--- src/rtl/rst_seq_pkg.sv ---
package rst_seq_pkg;
  // bits needed to hold values 0..maxval (at least one bit)
  function automatic int width_for(int maxval);
    return (maxval < 2) ? 1 : $clog2(maxval + 1);
  endfunction
endpackage

--- src/rtl/rs_sync.sv ---
module rs_sync #(
  parameter int           W       = 1,
  parameter logic [W-1:0] RST_VAL = '0
) (
  input  logic         clk,
  input  logic         rst_n,
  input  logic [W-1:0] async_i,
  output logic [W-1:0] sync_o
);
  logic [W-1:0] meta_q;
  logic [W-1:0] sync_q;

  always_ff @(posedge clk or negedge rst_n) begin
    if (!rst_n) begin
      meta_q <= RST_VAL;
      sync_q <= RST_VAL;
    end else begin
      meta_q <= async_i;
      sync_q <= meta_q;
    end
  end

  assign sync_o = sync_q;
endmodule

--- src/rtl/rs_mr_filter.sv ---
module rs_mr_filter #(
  parameter int MR_QUAL = 8
) (
  input  logic clk,
  input  logic rst_n,
  input  logic mr_low_i,
  output logic act_o
);
  localparam int QW = rst_seq_pkg::width_for(MR_QUAL);
  localparam logic [QW-1:0] QMAX = QW'(MR_QUAL);

  logic [QW-1:0] low_cnt_q;
  logic [QW-1:0] low_cnt_d;
  logic          cnt_en;

  always_comb begin
    cnt_en = mr_low_i || (low_cnt_q != '0);
    if (!mr_low_i)
      low_cnt_d = '0;
    else if (low_cnt_q == QMAX)
      low_cnt_d = low_cnt_q;
    else
      low_cnt_d = low_cnt_q + 1'b1;
  end

  always_ff @(posedge clk or negedge rst_n) begin
    if (!rst_n)
      low_cnt_q <= '0;
    else if (cnt_en)
      low_cnt_q <= low_cnt_d;
  end

  assign act_o = (low_cnt_q == QMAX);

  // qualified press implies the line was low on the previous sample
  assert_act_needs_low_R5: assert property (@(posedge clk) disable iff (!rst_n)
    act_o |-> $past(mr_low_i));
  // a high sample drops the request on the next cycle
  assert_high_clears_R5: assert property (@(posedge clk) disable iff (!rst_n)
    !mr_low_i |=> !act_o);
  // width count never passes the qualifying length
  assert_cnt_bound_R4: assert property (@(posedge clk) disable iff (!rst_n)
    low_cnt_q <= QMAX);
endmodule

--- src/rtl/rs_stretch.sv ---
module rs_stretch #(
  parameter int TIMEOUT = 1000
) (
  input  logic clk,
  input  logic rst_n,
  input  logic cond_i,
  output logic asserted_o
);
  localparam int CW = rst_seq_pkg::width_for(TIMEOUT - 1);
  localparam logic [CW-1:0] RELOAD = CW'(TIMEOUT - 1);

  logic [CW-1:0] cnt_q;
  logic [CW-1:0] cnt_d;
  logic          asrt_q;
  logic          asrt_d;
  logic          cnt_en;

  always_comb begin
    cnt_en = cond_i || (cnt_q != '0);
    if (cond_i) begin
      cnt_d  = RELOAD;
      asrt_d = 1'b1;
    end else if (cnt_q != '0) begin
      cnt_d  = cnt_q - 1'b1;
      asrt_d = 1'b1;
    end else begin
      cnt_d  = cnt_q;
      asrt_d = 1'b0;
    end
  end

  always_ff @(posedge clk or negedge rst_n) begin
    if (!rst_n) begin
      cnt_q  <= RELOAD;
      asrt_q <= 1'b1;
    end else begin
      if (cnt_en)
        cnt_q <= cnt_d;
      asrt_q <= asrt_d;
    end
  end

  assign asserted_o = asrt_q;

  // any request forces assertion on the following cycle
  assert_cond_asserts_R1: assert property (@(posedge clk) disable iff (!rst_n)
    cond_i |=> asrt_q);
  // countdown in progress keeps reset asserted
  assert_hold_during_count_R3: assert property (@(posedge clk) disable iff (!rst_n)
    (!cond_i && cnt_q != '0) |=> asrt_q);
  // release only after an empty counter with no request
  assert_release_clean_R8: assert property (@(posedge clk) disable iff (!rst_n)
    $fell(asrt_q) |-> ($past(cnt_q) == '0 && !$past(cond_i)));
  // counter never exceeds its reload value
  assert_cnt_bound_R3: assert property (@(posedge clk) disable iff (!rst_n)
    cnt_q <= RELOAD);
endmodule

--- src/rtl/supervisor_rst_seq.sv ---
module supervisor_rst_seq #(
  parameter int TIMEOUT = 1000,
  parameter int MR_QUAL = 8
) (
  input  logic clk,
  input  logic rst_n,
  input  logic uv_main_i,
  input  logic uv_aux_i,
  input  logic mr_n_i,
  input  logic wdog_fault_i,
  output logic rst_out_n,
  output logic reset_active
);
  logic [2:0] raw_bus;
  logic [2:0] sync_bus;
  logic       uv_main_s;
  logic       uv_aux_s;
  logic       mr_low_s;
  logic       mr_act;
  logic       any_req;
  logic       asserted;

  assign raw_bus = {mr_n_i, uv_aux_i, uv_main_i};

  rs_sync #(.W(3), .RST_VAL(3'b100)) u_sync (
    .clk     (clk),
    .rst_n   (rst_n),
    .async_i (raw_bus),
    .sync_o  (sync_bus)
  );

  assign uv_main_s = sync_bus[0];
  assign uv_aux_s  = sync_bus[1];
  assign mr_low_s  = !sync_bus[2];

  rs_mr_filter #(.MR_QUAL(MR_QUAL)) u_mr (
    .clk      (clk),
    .rst_n    (rst_n),
    .mr_low_i (mr_low_s),
    .act_o    (mr_act)
  );

  assign any_req = uv_main_s || uv_aux_s || mr_act || wdog_fault_i;

  rs_stretch #(.TIMEOUT(TIMEOUT)) u_str (
    .clk        (clk),
    .rst_n      (rst_n),
    .cond_i     (any_req),
    .asserted_o (asserted)
  );

  assign rst_out_n    = !asserted;
  assign reset_active = asserted;

  // synchronized main-supply flag reaches the output one cycle later
  assert_main_flag_R1: assert property (@(posedge clk) disable iff (!rst_n)
    uv_main_s |=> !rst_out_n);
  // synchronized auxiliary flag reaches the output one cycle later
  assert_aux_flag_R2: assert property (@(posedge clk) disable iff (!rst_n)
    uv_aux_s |=> !rst_out_n);
  // watchdog strobe asserts reset on the next cycle
  assert_wdog_pulse_R7: assert property (@(posedge clk) disable iff (!rst_n)
    wdog_fault_i |=> !rst_out_n);
endmodule

--- config.mk ---
export PLATFORM = sky130hd
export DESIGN_NAME = supervisor_rst_seq
export DESIGN_NICKNAME = d
export VERILOG_FILES = /design/src/rtl/rst_seq_pkg.sv /design/src/rtl/rs_sync.sv /design/src/rtl/rs_mr_filter.sv /design/src/rtl/rs_stretch.sv /design/src/rtl/supervisor_rst_seq.sv
export SDC_FILE = /design/constraint.sdc
export NUM_CORES = 1
export LEC_CHECK = 0
export ABC_CLOCK_PERIOD_IN_PS = 1800
export BUFFER_PORTS_ARGS = -buffer_cell sky130_fd_sc_hd__buf_2
export CAP_MARGIN = 15
export CORE_MARGIN = 2
export CORE_UTILIZATION = 55
export DETAILED_ROUTE_END_ITERATION = 16
export HOLD_SLACK_MARGIN = 0.02
export PLACE_DENSITY = 0.76
export REMOVE_ABC_BUFFERS = 1
export SYNTH_ARGS = -nofsm -noshare
export SYNTH_HDL_FRONTEND = slang
export SYNTH_SLANG_ARGS = --single-unit
--- constraint.sdc ---
create_clock -name clk -period 1.8 [get_ports clk]
set_input_delay 0.36 -clock clk [delete_from_list [all_inputs] [get_ports clk]]
set_output_delay 0.36 -clock clk [all_outputs]
set_load 0.05 [all_outputs]
### Word level (Yosys, flattened, before mapping)

Cells that the tools add are included.

| word-level totals | value |
|---|---|
| output and inout port bits | 2 |
| logic and storage cells | 27 |
| input bits | 6 |
| register bits | 21 |

| cells by class | value |
|---|---|
| eq/ne operators | 2 |
| add/sub/neg operators | 2 |
| muxes and demuxes | 6 |
| reductions and logical operators | 12 |

Operator list:

| cell | count |
|---|---|
| $mux W10 | 2 |
| $reduce_bool A10 Y1 | 1 |
| $sub A10 B1 Y10 const B | 1 |
| $mux W4 | 2 |
| $logic_or A1 B1 Y1 | 5 |
| $add A4 B1 Y4 const B | 1 |
| $eq A4 B4 Y1 const B | 1 |
| $reduce_and A2 Y1 | 2 |
| $reduce_bool A4 Y1 | 1 |
| $logic_not A1 Y1 | 2 |
| $mux W1 | 2 |
| $ne A2 B1 Y1 const B | 1 |
| $reduce_bool A2 Y1 | 1 |

### Depth between registers and ports, before layout

| depth | value |
|---|---|
| depth after elaboration | 5 |
| gate-level depth with buffers | 6 |
| mapped depth without buffers | 5 |

### By module

A second synthesis with hierarchy kept.

| unflattened totals | value |
|---|---|
| cell total of the unflattened synthesis | 87 |
| area, all modules | 958.4 um^2 |

By module, submodules not included:

| module | sequential area each (um^2) | cells each | instances | area an instance (um^2) |
|---|---|---|---|---|
| rs_stretch | 286.5 | 54 | 1 | 559.3 |
| rs_mr_filter | 100.1 | 24 | 1 | 231.5 |
| rs_sync | 152.6 | 6 | 1 | 152.6 |
| supervisor_rst_seq | 0.0 | 3 | 1 | 15.0 |

### Worst setup path before layout

OpenSTA, ideal clock, no wires.

| timing path | value |
|---|---|
| kind | flip-flop to flip-flop |
| start | register u_str.cnt_q[5] |
| end | register u_str.cnt_q[9] |
| path slack | 0.234 ns |
| buffers on the path | 1 |
| required time | 1.719 ns |
| period minus slack after synthesis | 1.566 ns |
| setup time | 0.081 ns |
| stages on the path, launching flop included | 5 |
| arrival time | 1.485 ns |
| path through | dfstp_2 -> or3_1 -> buf_2 -> or4_1 -> o211ai_1 |

| between the ends | value |
|---|---|
| word-level cells in the longest chain between the ends | 3 |
| elaborated cells on any way between the ends | 7 |
| those cells by class | add/sub: 1; mux: 2; reduce/logical: 4 |

Ends and longest elaborated chain:

| element | RTL line | source |
|---|---|---|
| start: declaration | rs_stretch.sv:12 | `logic [CW-1:0] cnt_q;` |
| start signal: assignment | rs_stretch.sv:38 | `cnt_q <= cnt_d;` |
| $sub A10 B1 Y10 or $reduce_bool A10 Y1 (tied branches) | rs_stretch.sv:24, rs_stretch.sv:19, rs_stretch.sv:23 |  |
| $mux W10 (tied with other cells) | rs_stretch.sv:23 | `end else if (cnt_q != '0) begin` |
| $mux W10 or $reduce_and A2 Y1 (tied branches) | n/a |  |

Parallel ways exist; a longest one is shown, timed or not. The select of a mux whose other input is x is not followed.
A chain may end at the register's enable or synchronous reset.

### Worst setup path after layout

| timing path | value |
|---|---|
| start | register u_str.cnt_q[0] |
| end | register u_str.cnt_q[5] |

The elaborated chain is that of the path after synthesis.

==> flow_metrics.tcl <==
set metrics [dict create \
    routabilityCongestion 0.7755 \
    fmax_ghz 0.5862 \
    synth_edf_count 0 \
    synth.most_common_cell "dfstp_2" \
    initial_core_util_pct 58.19 \
    dp_hpwl_mm 1.237 \
    post-route-util_pct 64.71 \
    cts_tree "done" \
    synthTopCellsByArea "dfstp_2 (29%), dfrtp_1 (25%), ha_1 (3.7%)" \
    yosysUniqueCellTypes 40 \
    worstSetupPathType "reg -> reg" \
    cp_top_family "flip-flops" \
    setup_violations 0 \
    max_slew_margin_pct 54.33 \
    path_buf_inv 1 \
    rows 15 \
    top_layer "met4" \
    synth_top_family_by_area "simple AND/OR/NAND/NOR gates" \
    ys_seq_area_share_pct 53.67 \
    required_ns 2.04 \
    final_net_count 110 \
    cts_buffers 3 \
    die_y_um 46.74 \
    worstPathArrival_ns 1.95 \
    core_area_um2 1727 \
    hp-class "in -> reg" \
    leakage_nw 0.4446 \
    clock_latency_ns 0.31 \
    rsz0062_at_grt "false" \
    clock_path_buffers 2 \
    synth_ff_type "dfstp_2" \
    drv_slew 0 \
    htreeDepth 1 \
    synth-xor-area-share_pct 1.743 \
    synth_seq_cells 21 \
    grt_pass1_wl_mm 2.904 \
    syn_inst 90 \
    synth-compound-area-share_pct 14.94 \
    instances_no_fill 125 \
    grt_pass1_vias 683 \
    post-route-drc-count 0 \
    cts_root_buf "clkbuf_4" \
    synth_top_area_cell "dfstp_2" \
    tns_ns 0 \
    synthMuxAreaShare_pct 3.113 \
    post_drt_via_cell_ratio 5.976 \
    synth_area_um2 1005 \
    slowest_stage "dfstp_2" \
    fillers 143 \
    finalCriticalPeriod_ns 1.706 \
    ios 8 \
    grt-ovfl-total 0 \
    syn_avg_cell_area_um2 11.16 \
    routed_wl_mm 1.795 \
    portBuffers 7 \
    met2WireLength_um 852 \
    maxCapViolations 0 \
    antenna_found_initial 0 \
    synthToLayoutAreaGrowth_pct 11.21 \
    synth_top_area_share_pct 28.77 \
    synth_common_cells "dfstp_2 (11), dfrtp_1 (10), inv_1 (6)" \
    p_per_area_nw_per_um2 786.5 \
    ir_worst_vdd_v 0.0005573 \
    fin_crit_sh_pct 94.78 \
    synth_warnings 0 \
    die_w_um 46.74 \
    via_count 747 \
    cp_cell_sequence "inv_1 > ha_1 > nor3b_2 > a311oi_1 > mux2i_1" \
    hold_viol_final 0 \
    placedCellCount 120 \
    async_flop_share_pct 100.0 \
    grt_use_total_pct 19.40 \
    path_clk_slew_ns 0.12 \
    wl_per_cell_um 14.36 \
    synthAdderAreaFrac_pct 3.736 \
    clock-sinks 21 \
    first_pass_iters 4 \
    antenna_cells 0 \
    cp-start-kind "flip-flop" \
    route.met3.wl_um 114 \
    first_iter_violations 36 \
    status "finished, final reports clean" \
    critPathMaxStageDelay_ns 0.58 \
    timing.critical_path.fanout_max 6 \
    layout-drive-gt1-share_pct 28.00 \
    cp-end-kind "flip-flop" \
    worst_pin_slew_ns 0.6798 \
    die_area_um2 2185 \
    detail-route-antenna-nets 0 \
    synth-simple-area-share_pct 18.93 \
    wl_met1_um 815 \
    fin_skew_ns 0.009846 \
    grt_max_degree 22 \
]
## sequential cells by signal, indices dropped and copies added (netlist names)
signal / flops
u_str.cnt_q: 10
u_mr.low_cnt_q: 4
u_sync.meta_q: 3
u_sync.sync_o: 3
u_str.asserted_o: 1
## worst paths after layout
kind                                    end  cells after the start        startpoint  slack [ns]
setup / recovery             u_str.cnt_q[5]                      5    u_str.cnt_q[0]        0.09
hold / removal             u_sync.meta_q[2]                      1            mr_n_i        0.14
setup reg to reg             u_str.cnt_q[5]                      5    u_str.cnt_q[0]        0.09
hold reg to reg            u_sync.sync_o[2]                      0  u_sync.meta_q[2]        0.37
max in group asynchronous    u_str.cnt_q[8]                      2             rst_n        0.93
min in group asynchronous    u_str.cnt_q[3]                      2             rst_n        0.52
## metal layers
metal  global-route usage [%]  vias up
li1                         -      357
met1                    23.88      359
met2                    32.22       29
met3                    7.308        2
met4                    5.556        0
met5                        0        -
## cells in the final DEF, fill, tap and decap left out, drive strengths merged, types with 2 or more instances in the layout
cell type,synthesis,final
a31oi,2,2
buf,1,9
clkbuf,3,3
dfrtp,10,10
dfstp,11,11
ha,3,3
inv,6,6
mux2i,2,2
nand2,3,3
nand3,2,2
nand4b,2,2
nor2,4,4
nor3,5,5
nor3b,4,4
o211ai,4,4
o31ai,2,2
or3,3,3
or4,2,2
## timing repair
item	in CTS	in global routing
hold buffers	1	0
hold endpoints to repair	10	0
gates resized for setup	0	2
setup endpoints to repair	0	5
buffers inserted	0	0
## cell families (layout without fill, tap and decap cells)
kind of cell / after synthesis / in the layout
AOI/OAI and AO/OA: 20 / 20
adders and majority gates: 3 / 3
and+or+nand+nor: 31 / 31
buffers and inverters: 10 / 20
DFF: 21 / 21
muxes: 3 / 3
xor gates and xnor gates: 2 / 2
## through the flow
stage	area, µm²	worst slack (ns)	power [W]	hold slack [ns]
finish	1117	0.09399	0.0008788	0.1359
global route	1117	0.008071	0.0009306	0.1101
CTS	1110	0.01010	0.0008934	0.1254
detailed placement	1070	0.02770	0.0006623	0.3363
global placement	1070	0.1389	0.0006539	0.3281
floorplan	988.4	0.2507	0.0006218	0.06441
## where the power goes
| group | switching [W] | total (W) | internal, W |
|---|---|---|---|
| combinational | 0.0000519 | 0.000112 | 0.0000604 |
| sequential | 0.0000313 | 0.000540 | 0.000509 |
| clock | 0.000142 | 0.000227 | 0.0000848 |
## final cells by class
type / instances / area, µm² / area share (%)
clock buffers: 3 / 22.52 / 2.016
multi-input cells: 59 / 434.2 / 38.86
repair buffers: 10 / 60.06 / 5.375
inverters: 6 / 22.52 / 2.016
clock inverters: 1 / 7.507 / 0.6719
flip-flops and latches: 21 / 539.3 / 48.26
well taps: 25 / 31.28 / 2.800
Note: power is estimated with default switching activity, not from simulation.
